`config.mk`:
```
export PLATFORM = sky130hd
export DESIGN_NAME = aux_irq_collect
export DESIGN_NICKNAME = d
export VERILOG_FILES = /design/src/rtl/aux_irq_pkg.sv /design/src/rtl/aux_sync.sv /design/src/rtl/aux_detect.sv /design/src/rtl/aux_irq_collect.sv
export SDC_FILE = /design/constraint.sdc
export NUM_CORES = 1
export LEC_CHECK = 0
export BUFFER_PORTS_ARGS = -buffer_cell sky130_fd_sc_hd__buf_2
export CAP_MARGIN = 0
export CORE_UTILIZATION = 48
export DETAILED_ROUTE_END_ITERATION = 8
export HOLD_SLACK_MARGIN = 0.12
export PLACE_DENSITY = 0.78
export SLEW_MARGIN = 25
export SYNTH_ARGS = -nofsm -noshare
export SYNTH_HDL_FRONTEND = slang
export SYNTH_SLANG_ARGS = --single-unit
```
`constraint.sdc`:
```
create_clock -name clk -period 2.4 [get_ports clk]
set_clock_uncertainty 0.1 [all_clocks]
set_input_delay 0.12 -clock clk [delete_from_list [all_inputs] [get_ports clk]]
set_output_delay 0.12 -clock clk [all_outputs]
set_load 0.005 [all_outputs]
```
`src/rtl/aux_irq_pkg.sv`:
```
package aux_irq_pkg;
    localparam int ADDR_W = 2;

    typedef enum logic [ADDR_W-1:0] {
        REG_STATUS = 2'd0,
        REG_MASK   = 2'd1,
        REG_CFG    = 2'd2
    } reg_addr_e;
endpackage

```
`src/rtl/aux_sync.sv`:
```
module aux_sync #(
    parameter int         W         = 2,
    parameter logic [0:0] RESET_VAL = 1'b1
) (
    input  logic         clk,
    input  logic         rst_n,
    input  logic [W-1:0] async_i,
    output logic [W-1:0] sync_o
);
    typedef struct packed {
        logic [W-1:0] stage1;
        logic [W-1:0] stage2;
    } sync_t;

    sync_t s_d, s_q;

    always_comb begin
        s_d        = s_q;
        s_d.stage1 = async_i;
        s_d.stage2 = s_q.stage1;
    end

    always_ff @(posedge clk or negedge rst_n) begin
        if (!rst_n) begin
            s_q <= {2*W{RESET_VAL}};
        end else begin
            s_q <= s_d;
        end
    end

    assign sync_o = s_q.stage2;
endmodule

```
`src/rtl/aux_detect.sv`:
```
module aux_detect #(
    parameter int N = 2
) (
    input  logic         clk,
    input  logic         rst_n,
    input  logic [N-1:0] pin_n_s,
    input  logic [N-1:0] edge_mode,
    output logic [N-1:0] evt_o
);
    typedef struct packed {
        logic [N-1:0] prev;
    } det_t;

    det_t d_d, d_q;

    always_comb begin
        d_d      = d_q;
        d_d.prev = pin_n_s;
    end

    always_ff @(posedge clk or negedge rst_n) begin
        if (!rst_n) begin
            d_q.prev <= '1;
        end else begin
            d_q <= d_d;
        end
    end

    for (genvar i = 0; i < N; i++) begin : g_det
        assign evt_o[i] = edge_mode[i] ? (d_q.prev[i] & ~pin_n_s[i]) : ~pin_n_s[i];

        AST_EDGE_SINGLE: assert property (@(posedge clk) disable iff (!rst_n)
            (edge_mode[i] && $past(edge_mode[i]) && evt_o[i]) |=> !evt_o[i]);
    end
endmodule

```
`src/rtl/aux_irq_collect.sv`:
```
module aux_irq_collect
    import aux_irq_pkg::*;
#(
    parameter int N_PIN = 2,
    parameter int DW    = 8
) (
    input  logic              clk,
    input  logic              rst_n,
    input  logic [N_PIN-1:0]  pin_n_i,
    input  logic              wdog_ovf_i,
    input  logic [ADDR_W-1:0] reg_addr,
    input  logic              reg_wr,
    input  logic              reg_rd,
    input  logic [DW-1:0]     reg_wdata,
    output logic [DW-1:0]     reg_rdata,
    output logic              irq_n_o
);
    localparam int NSRC = N_PIN + 1;

    typedef struct packed {
        logic [NSRC-1:0]  pend;
        logic [NSRC-1:0]  mask;
        logic [N_PIN-1:0] cfg;
    } state_t;

    state_t st_d, st_q;

    logic [N_PIN-1:0] pin_s;
    logic [N_PIN-1:0] pin_evt;
    logic [NSRC-1:0]  evt_all;
    logic [NSRC-1:0]  visible;
    logic             rd_clr;
    logic             wr_mask;
    logic             wr_cfg;
    logic             unused_wdata;

    aux_sync #(.W(N_PIN), .RESET_VAL(1'b1)) u_sync (
        .clk     (clk),
        .rst_n   (rst_n),
        .async_i (pin_n_i),
        .sync_o  (pin_s)
    );

    aux_detect #(.N(N_PIN)) u_det (
        .clk       (clk),
        .rst_n     (rst_n),
        .pin_n_s   (pin_s),
        .edge_mode (st_q.cfg),
        .evt_o     (pin_evt)
    );

    assign evt_all      = {wdog_ovf_i, pin_evt};
    assign visible      = st_q.pend & ~st_q.mask;
    assign rd_clr       = reg_rd  && (reg_addr == REG_STATUS);
    assign wr_mask      = reg_wr  && (reg_addr == REG_MASK);
    assign wr_cfg       = reg_wr  && (reg_addr == REG_CFG);
    assign unused_wdata = ^reg_wdata[DW-1:NSRC];

    always_comb begin
        st_d = st_q;
        if (rd_clr) begin
            st_d.pend = st_q.pend & st_q.mask;
        end
        st_d.pend = st_d.pend | evt_all;
        if (wr_mask) begin
            st_d.mask = reg_wdata[NSRC-1:0];
        end
        if (wr_cfg) begin
            st_d.cfg = reg_wdata[N_PIN-1:0];
        end
    end

    always_ff @(posedge clk or negedge rst_n) begin
        if (!rst_n) begin
            st_q.pend <= '0;
            st_q.mask <= '1;
            st_q.cfg  <= '0;
        end else begin
            st_q <= st_d;
        end
    end

    always_comb begin
        reg_rdata = '0;
        case (reg_addr)
            REG_STATUS: reg_rdata[NSRC-1:0]  = visible;
            REG_MASK:   reg_rdata[NSRC-1:0]  = st_q.mask;
            REG_CFG:    reg_rdata[N_PIN-1:0] = st_q.cfg;
            default:    reg_rdata = '0;
        endcase
    end

    assign irq_n_o = ~|visible;

    for (genvar i = 0; i < NSRC; i++) begin : g_chk
        AST_EVENT_LATCHED: assert property (@(posedge clk) disable iff (!rst_n)
            evt_all[i] |=> st_q.pend[i]);

        AST_MASKED_SURVIVES: assert property (@(posedge clk) disable iff (!rst_n)
            (rd_clr && st_q.mask[i] && st_q.pend[i]) |=> st_q.pend[i]);

        AST_VISIBLE_CLEARED: assert property (@(posedge clk) disable iff (!rst_n)
            (rd_clr && !st_q.mask[i] && st_q.pend[i] && !evt_all[i]) |=> !st_q.pend[i]);
    end

    AST_UNMASK_RAISES: assert property (@(posedge clk) disable iff (!rst_n)
        (wr_mask && |(st_q.pend & ~reg_wdata[NSRC-1:0])) |=> !irq_n_o);

    AST_ALL_MASKED_QUIET: assert property (@(posedge clk) disable iff (!rst_n)
        (&st_q.mask) |-> irq_n_o);
endmodule

```
Word-level counts from Yosys, hierarchy flattened
Index checks and enable logic that the tools add are counted.

word-level totals
  flip-flop bits (word level) = 14
  bits in latches = 0
  bits in writable memories = 0
  memory bits (read-only) = 0
  input bits = 17
  output and inout bits = 9
  word-level logic and storage cells = 27
  memories kept = 0

cells by class
  add/subtract/negate cells = 0
  $mul = 0
  div/mod/pow operators = 0
  order comparisons = 0
  equal/unequal tests = 2
  shifts and indexed selects = 0
  mux-type cells = 5
  bitwise operators = 8
  reductions and logical operators = 6

operators with widths
  cell                                                  number
  AND 3 bit                                             2
  case mux 2 bit (3 select lines)                       1
  logical AND 1 bit                                     3
  two-way mux 3 bit                                     1
  inverter 3 bit                                        1
  OR 3 bit                                              1
  OR reduction 3 bit                                    1
  AND 1 bit                                             2
  equality test 2 x 1 -> 1 bit (second input constant)  1
  equality test 2 bit (second input constant)           1
  zero test 2 bit                                       1
  two-way mux 1 bit                                     2
  inverter 1 bit                                        2
  case mux 1 bit (2 select lines)                       1
  zero test 1 bit                                       1

Logic depth before layout (Yosys ltp)
Gate-level depths: netlist of run 1.

  depth after elaboration = 4
  mapped depth = 3
  depth with buffers taken out = 2

Modules after synthesis
From an unflattened synthesis of run 1, not the netlist that was laid out.

second synthesis, totals
  cell total of the unflattened synthesis = 57
  area total of the unflattened synthesis = 673.1 um^2

modules (own cells, without submodules)
  module           instances  cells each  area an instance (um^2)  sequential area each (um^2)
  aux_irq_collect  1          47          490.5                    203.9
  aux_sync         1          4           105.1                    105.1
  aux_detect       1          6           77.6                     52.6

Worst setup path before layout of run 1
Ideal clock, no wire load.

  kind = register -> output
  from = register st_q[2] (netlist bit)
  to = output reg_rdata[0]
  arrival = 923 ps
  data required time = 2180 ps
  slack = 1257 ps
  stages on the path, launching flop included = 3
  path buffers = 0
  path through = dfstp_2 > or4b_1 > o211ai_1

between the ends
  word-level cells in the longest chain between the ends = 3

RTL lines
  item                               RTL line               source
  start: declaration                 aux_irq_collect.sv:26  state_t st_d, st_q;
  start signal: assignment           aux_irq_collect.sv:79  st_q <= st_d;
  inverter 3 bit                     aux_irq_collect.sv:53  assign visible = st_q.pend & ~st_q.mask;
  AND 3 bit                          aux_irq_collect.sv:53
  case mux 2 bit (3 select lines) *  aux_irq_collect.sv:85  case (reg_addr)
  end: declaration                   aux_irq_collect.sv:15  output logic [DW-1:0] reg_rdata,

Mark *: on every way between the ends. The rest lies on a longest branch, timed or not.

Worst setup path in the final report of run 1
  from = register st_q[3] (netlist bit)
  to = output reg_rdata[1]

Same word-level chain as after synthesis.

==> results of run 1 <==
-- registers in the layout (all words and copies together) (netlist names) --
name / count
st_q: 8
u_det.d_q: 2
u_sync.s_d: 2
u_sync.sync_o: 2
-- layout make-up --
class	instances	share of cell area (%)
tap	14	2.19
timing repair buffer	22	18.2
multi-input combinational	35	30.1
sequential	14	45.3
inverter	2	0.940
clock buffer	4	3.29
-- routing by layer --
layer,vias up,share of wire [%],routed length [µm]
met5,-,0,0
met2,20,52,554
li1,224,-,-
met1,214,44,475
met4,0,0,0
met3,0,4.2,45
-- placed cells by master, fill, tap and decap left out --
cell type,synthesis,final
nand2b_1,1,1
dlygate4sd3_1,0,7
dfstp_2,9,9
nand3b_1,4,4
o211ai_1,2,2
o221ai_1,2,2
clkbuf_4,0,3
nor2_1,2,2
a21oi_1,2,2
buf_2,1,15
or4b_1,2,2
mux2_2,5,5
o221a_2,1,1
nand2_1,5,5
clkbuf_1,0,1
inv_1,2,2
nor2b_1,2,2
dfrtp_1,5,5
nor3b_1,1,1
or3b_1,1,1
conb_1,1,5
-- how the worst max path moves through the flow --
stage / to / cells past startpoint
after floorplan: reg_rdata[0] / 2
after global placement: reg_rdata[0] / 3
after detailed placement: reg_rdata[1] / 3
after CTS: reg_rdata[1] / 3
after global routing: reg_rdata[1] / 3
final: reg_rdata[1] / 3
-- through the flow --
step / total power [mW] / setup slack, ns / cells / instance area, µm² / hold slack, ns
2_1_floorplan: 0.349 / 1.26 / 58 / 663 / -0.276
3_3_place_gp: 0.372 / 1.13 / 80 / 702 / -0.0813
3_5_place_dp: 0.378 / 1.10 / 80 / 702 / -0.0801
4_1_cts: 0.517 / 0.802 / 91 / 798 / 0.154
5_1_grt: 0.545 / 0.762 / 91 / 798 / 0.176
6_report: 0.510 / 0.817 / 91 / 798 / 0.156
-- power by group through the flow --
stage	registers [mW]	clock network, mW	logic (mW)
after floorplan	0.289	0	0.0603
after global placement	0.295	0	0.0772
after detailed placement	0.297	0	0.0811
after CTS	0.293	0.135	0.0899
after global routing	0.298	0.146	0.101
final	0.294	0.127	0.0889
-- cell families (layout without fill, tap and decap cells) --
group | Yosys count | in the layout
mux | 5 | 5
simple gates | 18 | 18
compound gates | 7 | 7
buf+inv | 9 | 28
other cells | 1 | 5
flops | 14 | 14
-- timing repair --
item	CTS	global route
endpoints found under the hold margin	22	0
hold buffers	7	0
gates resized for setup	0	0
==> flow_summary.ini, run 1 <==
[run_status]
outcome = completed

[setup_path]
critPathRequiredTime_ns = 2.18
startpoint = st_q[3]
cp-start-kind = register
r2r_start = u_det.d_q[0]
criticalPathCategory = register to primary output
slowest_delay_ns = 0.47
r2r_cells = 2
rrSetupSlack_ns = 1.48
critPathBufInv = 1
worst_path_max_delay_cell = or4b_1
worstSetupEndpointType = primary output
crit_fanout = 5
cp_cell_sequence = or4b_1, o211ai_1, buf_2
worstPathArrival_ns = 1.36
critPathTopFamily = simple AND/OR/NAND/NOR gates
timing.rr.end = st_q[5]

[final_layout]
post-route-util_pct = 67.3
fin_nets = 95
multi_input_area_um2 = 240
fillCellCount = 104
seqCellArea_um2 = 362
diodes = 0
drive_gt1_share_pct = 42.9
syn_to_final_growth_pct = 23.2

[drt]
dr_total_vias = 458
wl_per_cell_um = 11.8
wl_mm = 1.08
drt.antenna.violating_nets = 0
first_iter_violations = 2
drt_pre_antenna_iters = 4
via_per_inst = 5.03
remaining_drc_errors = 0

[pwr]
p_clk_share_pct = 24.9
combPwrFrac_pct = 17.4
p_int_mw = 0.389
p_sw_mw = 0.121
ir_drop_v = 0.000354
p_per_area_nw_per_um2 = 638
p_leak_nw = 0.364
switching_share_pct = 23.8
seqPwrFrac_pct = 57.7

[cts]
root_buffer = clkbuf_4
path_clk_slew_ns = 0.08
cts_num_sinks = 14
insertion_delay_ns = 0.26
clockBufferDepth = 2
h-tree-depth = 1
cts_tree = done
cts_setup_buffers = 0
numCtsBuffers = 3

[floorplan]
die_w_um = 38.7
start_util_pct = 54.6
rows = 12
die_h_um = 38.7
die-area_um2 = 1500
core-area_um2 = 1190
ios = 26

[synth]
synth_xor_area_share_pct = 0
yosysMostFrequentCell = dfstp_2
ys_seq_area_share_pct = 55.8
syn-cell-area_um2 = 648
ys_async_sr_fraction_pct = 100
syn_inst = 54
synth_edf_count = 0
synth_top_cells_by_count = dfstp_2 (9), buf_4 (5), dfrtp_1 (5), mux2_2 (5), nand2_1 (5)
yosys.area_share.adder_pct = 0
synth_compound_area_share_pct = 8.30
synth_area_leaders = dfstp_2 (36%), dfrtp_1 (19%), mux2_2 (8.7%), buf_4 (5.8%), nand3b_1 (4.6%)
synth_cell_types = 20
syn_area_per_cell_um2 = 12.0
synth_warnings = 0
synth_top_family_by_area = simple AND/OR/NAND/NOR gates
yosysTopAreaCell = dfstp_2
synthFlopType = dfstp_2
synth_top_area_share_pct = 36.5
synthSimpleGateAreaFrac_pct = 17.2
synthMuxAreaShare_pct = 8.69
ys_ff_latch = 14

[job]
cap_violations = 0

[global_routing]
grt_use_met2_pct = 31.7
grt.busiest_layer = met2
track_usage_pct = 17.5
grt_pass1_vias = 426
met3_usage_pct = 2.31
grt_overflow_total = 0
antenna_found_initial = 0
met1_usage_pct = 21.7
grt_pass1_wl_mm = 1.77
grt_max_degree = 15

[timing]
final-setup-viol-count = 0
rsz0062_at_grt = false
drv_slew = 0
max_freq_mhz = 632
fin_setup_tns_ns = 0
hold_viol_final = 0
min_period_ns = 1.58
post-route-period-util_pct = 66.0

[placed_design]
port_buffers = 15
dp_hpwl_um = 800
gp_congestion = 0.728

[worst_hold_path]
hp-class = input pin to asynchronous set/reset pin
Note: power is estimated with default switching activity, not from simulation.
==> run 2: changes to the inputs <==
--- a/config.mk
+++ b/config.mk
@@ -7,10 +7,10 @@
 export LEC_CHECK = 0
 export BUFFER_PORTS_ARGS = -buffer_cell sky130_fd_sc_hd__buf_2
 export CAP_MARGIN = 0
-export CORE_UTILIZATION = 48
+export CORE_UTILIZATION = 41
 export DETAILED_ROUTE_END_ITERATION = 8
 export HOLD_SLACK_MARGIN = 0.12
-export PLACE_DENSITY = 0.78
+export PLACE_DENSITY = 0.71
 export SLEW_MARGIN = 25
 export SYNTH_ARGS = -nofsm -noshare
 export SYNTH_HDL_FRONTEND = slang
==> constraint.sdc (replaced) <==
create_clock -name clk -period 1.4 [get_ports clk]
set_clock_uncertainty 0.1 [all_clocks]
set_input_delay 0.07 -clock clk [delete_from_list [all_inputs] [get_ports clk]]
set_output_delay 0.07 -clock clk [all_outputs]
set_load 0.005 [all_outputs]
==> flow_summary.ini, run 2 (synthesized netlist as in run 1, its figures left out) <==
[run_status]
outcome = complete, but fails checks
violations = negative setup slack

[final_layout]
layout_common_cells = buf_2 (14), dlygate4sd3_1 (10), dfstp_2 (9)
seqCellArea_um2 = 362
diodes = 0
final_common_cell = buf_2
multi_input_area_um2 = 256
fin_nets = 100
final_cell_area_um2 = 867
drive_gt1_share_pct = 43.9
largest_reg_flops = 8
fillCellCount = 108
regMostFlops = st_q
syn_to_final_growth_pct = 33.8

[setup_path]
r2r_start = st_q[2]
slowest_delay_ns = 0.48
worst_path_max_delay_cell = or4b_1
critPathTopFamily = simple AND/OR/NAND/NOR gates
crit_fanout = 2
r2r_cells = 2
criticalPathCategory = register to primary output
rrSetupSlack_ns = 0.42
critPathRequiredTime_ns = 1.23
cp_cell_sequence = or4b_1, o211ai_1, buf_2
worstSetupEndpointType = primary output
timing.rr.end = st_q[2]
critPathBufInv = 1
cp-start-kind = register
worstPathArrival_ns = 1.36

[drt]
wl_mm = 1.26
remaining_drc_errors = 0
wl_per_cell_um = 13.0
first_iter_violations = 7
drt_pre_antenna_iters = 4
via_per_inst = 5.14
drt.antenna.violating_nets = 0
dr_total_vias = 499

[timing]
drv_slew = 0
rsz0062_at_grt = true
worst_slack_ns = -0.125
min_period_ns = 1.53
max_freq_mhz = 656
hold_viol_final = 0
final-setup-viol-count = 3
post-route-period-util_pct = 109
fin_setup_tns_ns = -0.265

[placed_design]
dpl_cell_area_um2 = 703
port_buffers = 15
dp_hpwl_um = 798
gp_congestion = 0.658

[floorplan]
die_w_um = 41.8
rows = 13
die_h_um = 41.8
start_util_pct = 46.9
die-area_um2 = 1740
ios = 26
core-area_um2 = 1380

[worst_hold_path]
hp-class = input pin to register
min_from = reg_addr[1]
min_to = st_q[7]
hold_depth = 3

[pwr]
p_per_area_nw_per_um2 = 1080
ir_drop_v = 0.000587
p_leak_nw = 0.400

[global_routing]
track_usage_pct = 15.7
antenna_found_initial = 0
grt_pass1_wl_mm = 2.06
grt_overflow_total = 0
grt_pass1_vias = 470
grt_max_degree = 12

[cts]
root_buffer = clkbuf_4
insertion_delay_ns = 0.27
h-tree-depth = 1
cts_tree = done
numCtsBuffers = 3
path_clk_slew_ns = 0.08
cts_num_sinks = 14
clockBufferDepth = 2

[job]
cap_violations = 0
run 2: cell count changes in the layout (fill, tap and decap cells not counted):
| cell | delta |
|---|---|
| nand2b_1 | -1 |
| o221a_2 | -1 |
| buf_4 | +2 |
| buf_6 | +1 |
| buf_2 | -1 |
| nand2b_4 | +1 |
| dlygate4sd3_1 | +3 |
| o221a_4 | +1 |
run 2: worst min-delay path: stages:
cell     delay, ns
buf_2         0.16
nor3b_1       0.11
a21oi_1       0.13
run 2: what timing repair did:
item	in CTS	in global routing
hold buffers	10	0
setup buffers	2	0
hold endpoints to repair	22	0
pin swaps	3	2
endpoints found under the setup margin	3	4
resized for setup	0	3
run 2: worst max-delay path by stage:
stage	cells after the start	slack [ns]	endpoint	startpoint
2_1_floorplan	2	0.31	reg_rdata[0]	st_q[2]
3_3_place_gp	3	0.18	reg_rdata[0]	st_q[2]
3_5_place_dp	3	0.14	reg_rdata[1]	st_q[3]
4_1_cts	3	-0.14	reg_rdata[1]	st_q[3]
5_1_grt	3	-0.18	reg_rdata[1]	st_q[3]
6_report	3	-0.13	reg_rdata[1]	st_q[3]
run 2: report_power, final:
group | leakage, nW | internal, mW | total, mW | switching, mW
clock | 0.0150 | 0.110 | 0.227 | 0.116
combinational | 0.239 | 0.124 | 0.209 | 0.0852
sequential | 0.146 | 0.466 | 0.497 | 0.0315
run 2: metrics by stage:
step	total power, mW	setup WS (ns)	hold WS [ns]	std cells	utilization [%]
after floorplan	0.599	0.307	-0.326	58	-
after global placement	0.639	0.178	-0.130	81	50.9
after detailed placement	0.649	0.140	-0.121	81	50.9
after CTS	0.923	-0.139	0.121	97	61.1
after global routing	0.992	-0.183	0.149	97	62.7
final	0.933	-0.125	0.140	97	62.7
run 2: per-layer routing:
layer / global-route usage [%] / wire length (µm) / up-vias
met4: 7.74 / 0 / 0
met1: 19.3 / 524 / 248
met2: 26.3 / 697 / 15
met3: 2.61 / 37 / 0
li1: - / - / 236
met5: 0 / 0 / -
run 2: layout make-up:
type,instances,share of cell area (%)
repair buffers,27,22.7
flip-flops and latches,14,41.7
clock buffers,4,3.03
inverters,2,0.866
well taps,15,2.16
multi-input cells,35,29.6
==> run 3: changes to the inputs <==
--- a/config.mk
+++ b/config.mk
@@ -11,6 +11,7 @@
 export DETAILED_ROUTE_END_ITERATION = 8
 export HOLD_SLACK_MARGIN = 0.12
 export PLACE_DENSITY = 0.71
+export RECOVER_POWER = 25
 export SLEW_MARGIN = 25
 export SYNTH_ARGS = -nofsm -noshare
 export SYNTH_HDL_FRONTEND = slang
==> flow_summary.ini, run 3 (synthesized netlist as in run 1, its figures left out) <==
[run_status]
outcome = complete, but fails checks
violations = negative setup slack

[timing]
worst_slack_ns = -0.125
post-route-period-util_pct = 109
worst_hold_slack_ns = 0.140
min_period_ns = 1.52
max_freq_mhz = 656
hold_viol_final = 0
rsz0062_at_grt = true
drv_slew = 0
final-setup-viol-count = 8
fin_setup_tns_ns = -0.388

[setup_path]
slowest_delay_ns = 0.48
r2r_cells = 2
timing.rr.end = st_q[2]
crit_fanout = 2
rrSetupSlack_ns = 0.42
cp_cell_sequence = or4b_1, o211ai_1, buf_2
worstPathArrival_ns = 1.35
worst_path_max_delay_cell = or4b_1
r2r_start = st_q[2]
cp-start-kind = register
critPathRequiredTime_ns = 1.23
criticalPathCategory = register to primary output
startpoint = st_q[3]
worstSetupEndpointType = primary output

[drt]
wl_mm = 1.26
dr_total_vias = 499
first_iter_violations = 7
drt_pre_antenna_iters = 4
via_per_inst = 5.14
drt.antenna.violating_nets = 0
remaining_drc_errors = 0
wl_per_cell_um = 13.0

[floorplan]
rows = 13
core-area_um2 = 1380
die_w_um = 41.8
start_util_pct = 46.9
die-area_um2 = 1740
ios = 26
die_h_um = 41.8

[final_layout]
syn_to_final_growth_pct = 33.6
stdcell_count = 97
diodes = 0
fin_nets = 100
final_cell_area_um2 = 866
fillCellCount = 106
post-route-util_pct = 62.6
final_common_cell = buf_2
drive_gt1_share_pct = 42.7
largest_reg_flops = 8
regMostFlops = st_q
layout_common_cells = buf_2 (13), dlygate4sd3_1 (10), dfstp_2 (9)

[placed_design]
dpl.cell_count = 81
dp_slack_ns = 0.140
port_buffers = 15
gp_congestion = 0.658
dpl_cell_area_um2 = 703
dp_hpwl_um = 798

[cts]
path_clk_slew_ns = 0.08
cts_num_sinks = 14
cts_tree = done
numCtsBuffers = 3
h-tree-depth = 1
insertion_delay_ns = 0.27
root_buffer = clkbuf_4
clockBufferDepth = 2

[pwr]
p_per_area_nw_per_um2 = 1080
power.total_mw = 0.932
switching_share_pct = 25.0
p_clk_share_pct = 24.3
ir_drop_v = 0.000587
seqPwrFrac_pct = 53.3
combPwrFrac_pct = 22.4
p_int_mw = 0.699
p_leak_nw = 0.397
p_sw_mw = 0.233

[global_routing]
grt_overflow_total = 0
grt_pass1_wl_mm = 2.06
grt_pass1_vias = 470
track_usage_pct = 15.7
grt_max_degree = 12
antenna_found_initial = 0

[worst_hold_path]
min_from = reg_addr[1]
min_to = st_q[7]
hp-class = input pin to register
hold_depth = 3

[job]
cap_violations = 0
## run 3: cell type report
type	instances	area (µm²)	share of cell area, %
Sequential cell	14	362	41.8
Inverter	2	7.51	0.867
Clock buffer	4	26.3	3.03
Timing Repair Buffer	27	195	22.5
Tap cell	15	18.8	2.17
Multi-Input combinational cell	35	256	29.6
## run 3: power groups by stage
stage | clock, mW | combinational, mW | sequential (mW)
final | 0.227 | 0.209 | 0.497
after global routing | 0.261 | 0.229 | 0.502
after CTS | 0.242 | 0.187 | 0.493
after detailed placement | 0 | 0.140 | 0.509
after global placement | 0 | 0.134 | 0.505
after floorplan | 0 | 0.103 | 0.496
## run 3: layer usage
layer / share of wire (%) / up-vias / global-route usage, %
li1: - / 236 / -
met1: 42 / 248 / 19.3
met2: 55 / 15 / 26.3
met3: 2.9 / 0 / 2.61
met4: 0 / 0 / 7.74
met5: 0 / - / 0
## run 3: critical path, delay by kind of cell, from the launching register on
kind                   cells  cell delay [ns]
AOI/OAI and AO/OA          1             0.10
buffers and inverters      1             0.14
DFF                        1             0.38
and+or+nand+nor            1             0.48
## run 3: timing repair
action                     CTS  global route
buffers inserted             2             0
pin swaps                    3             2
hold buffers                10             0
hold endpoints to repair    22             0
resized for setup            0             3
setup endpoints to repair    3             4
## run 3: how the worst max path moves through the flow
| stage | end | slack [ns] | cells after the start |
|---|---|---|---|
| floorplan | reg_rdata[0] | 0.31 | 2 |
| global placement | reg_rdata[0] | 0.18 | 3 |
| detailed placement | reg_rdata[1] | 0.14 | 3 |
| CTS | reg_rdata[1] | -0.14 | 3 |
| global route | reg_rdata[1] | -0.18 | 3 |
| finish | reg_rdata[1] | -0.12 | 3 |
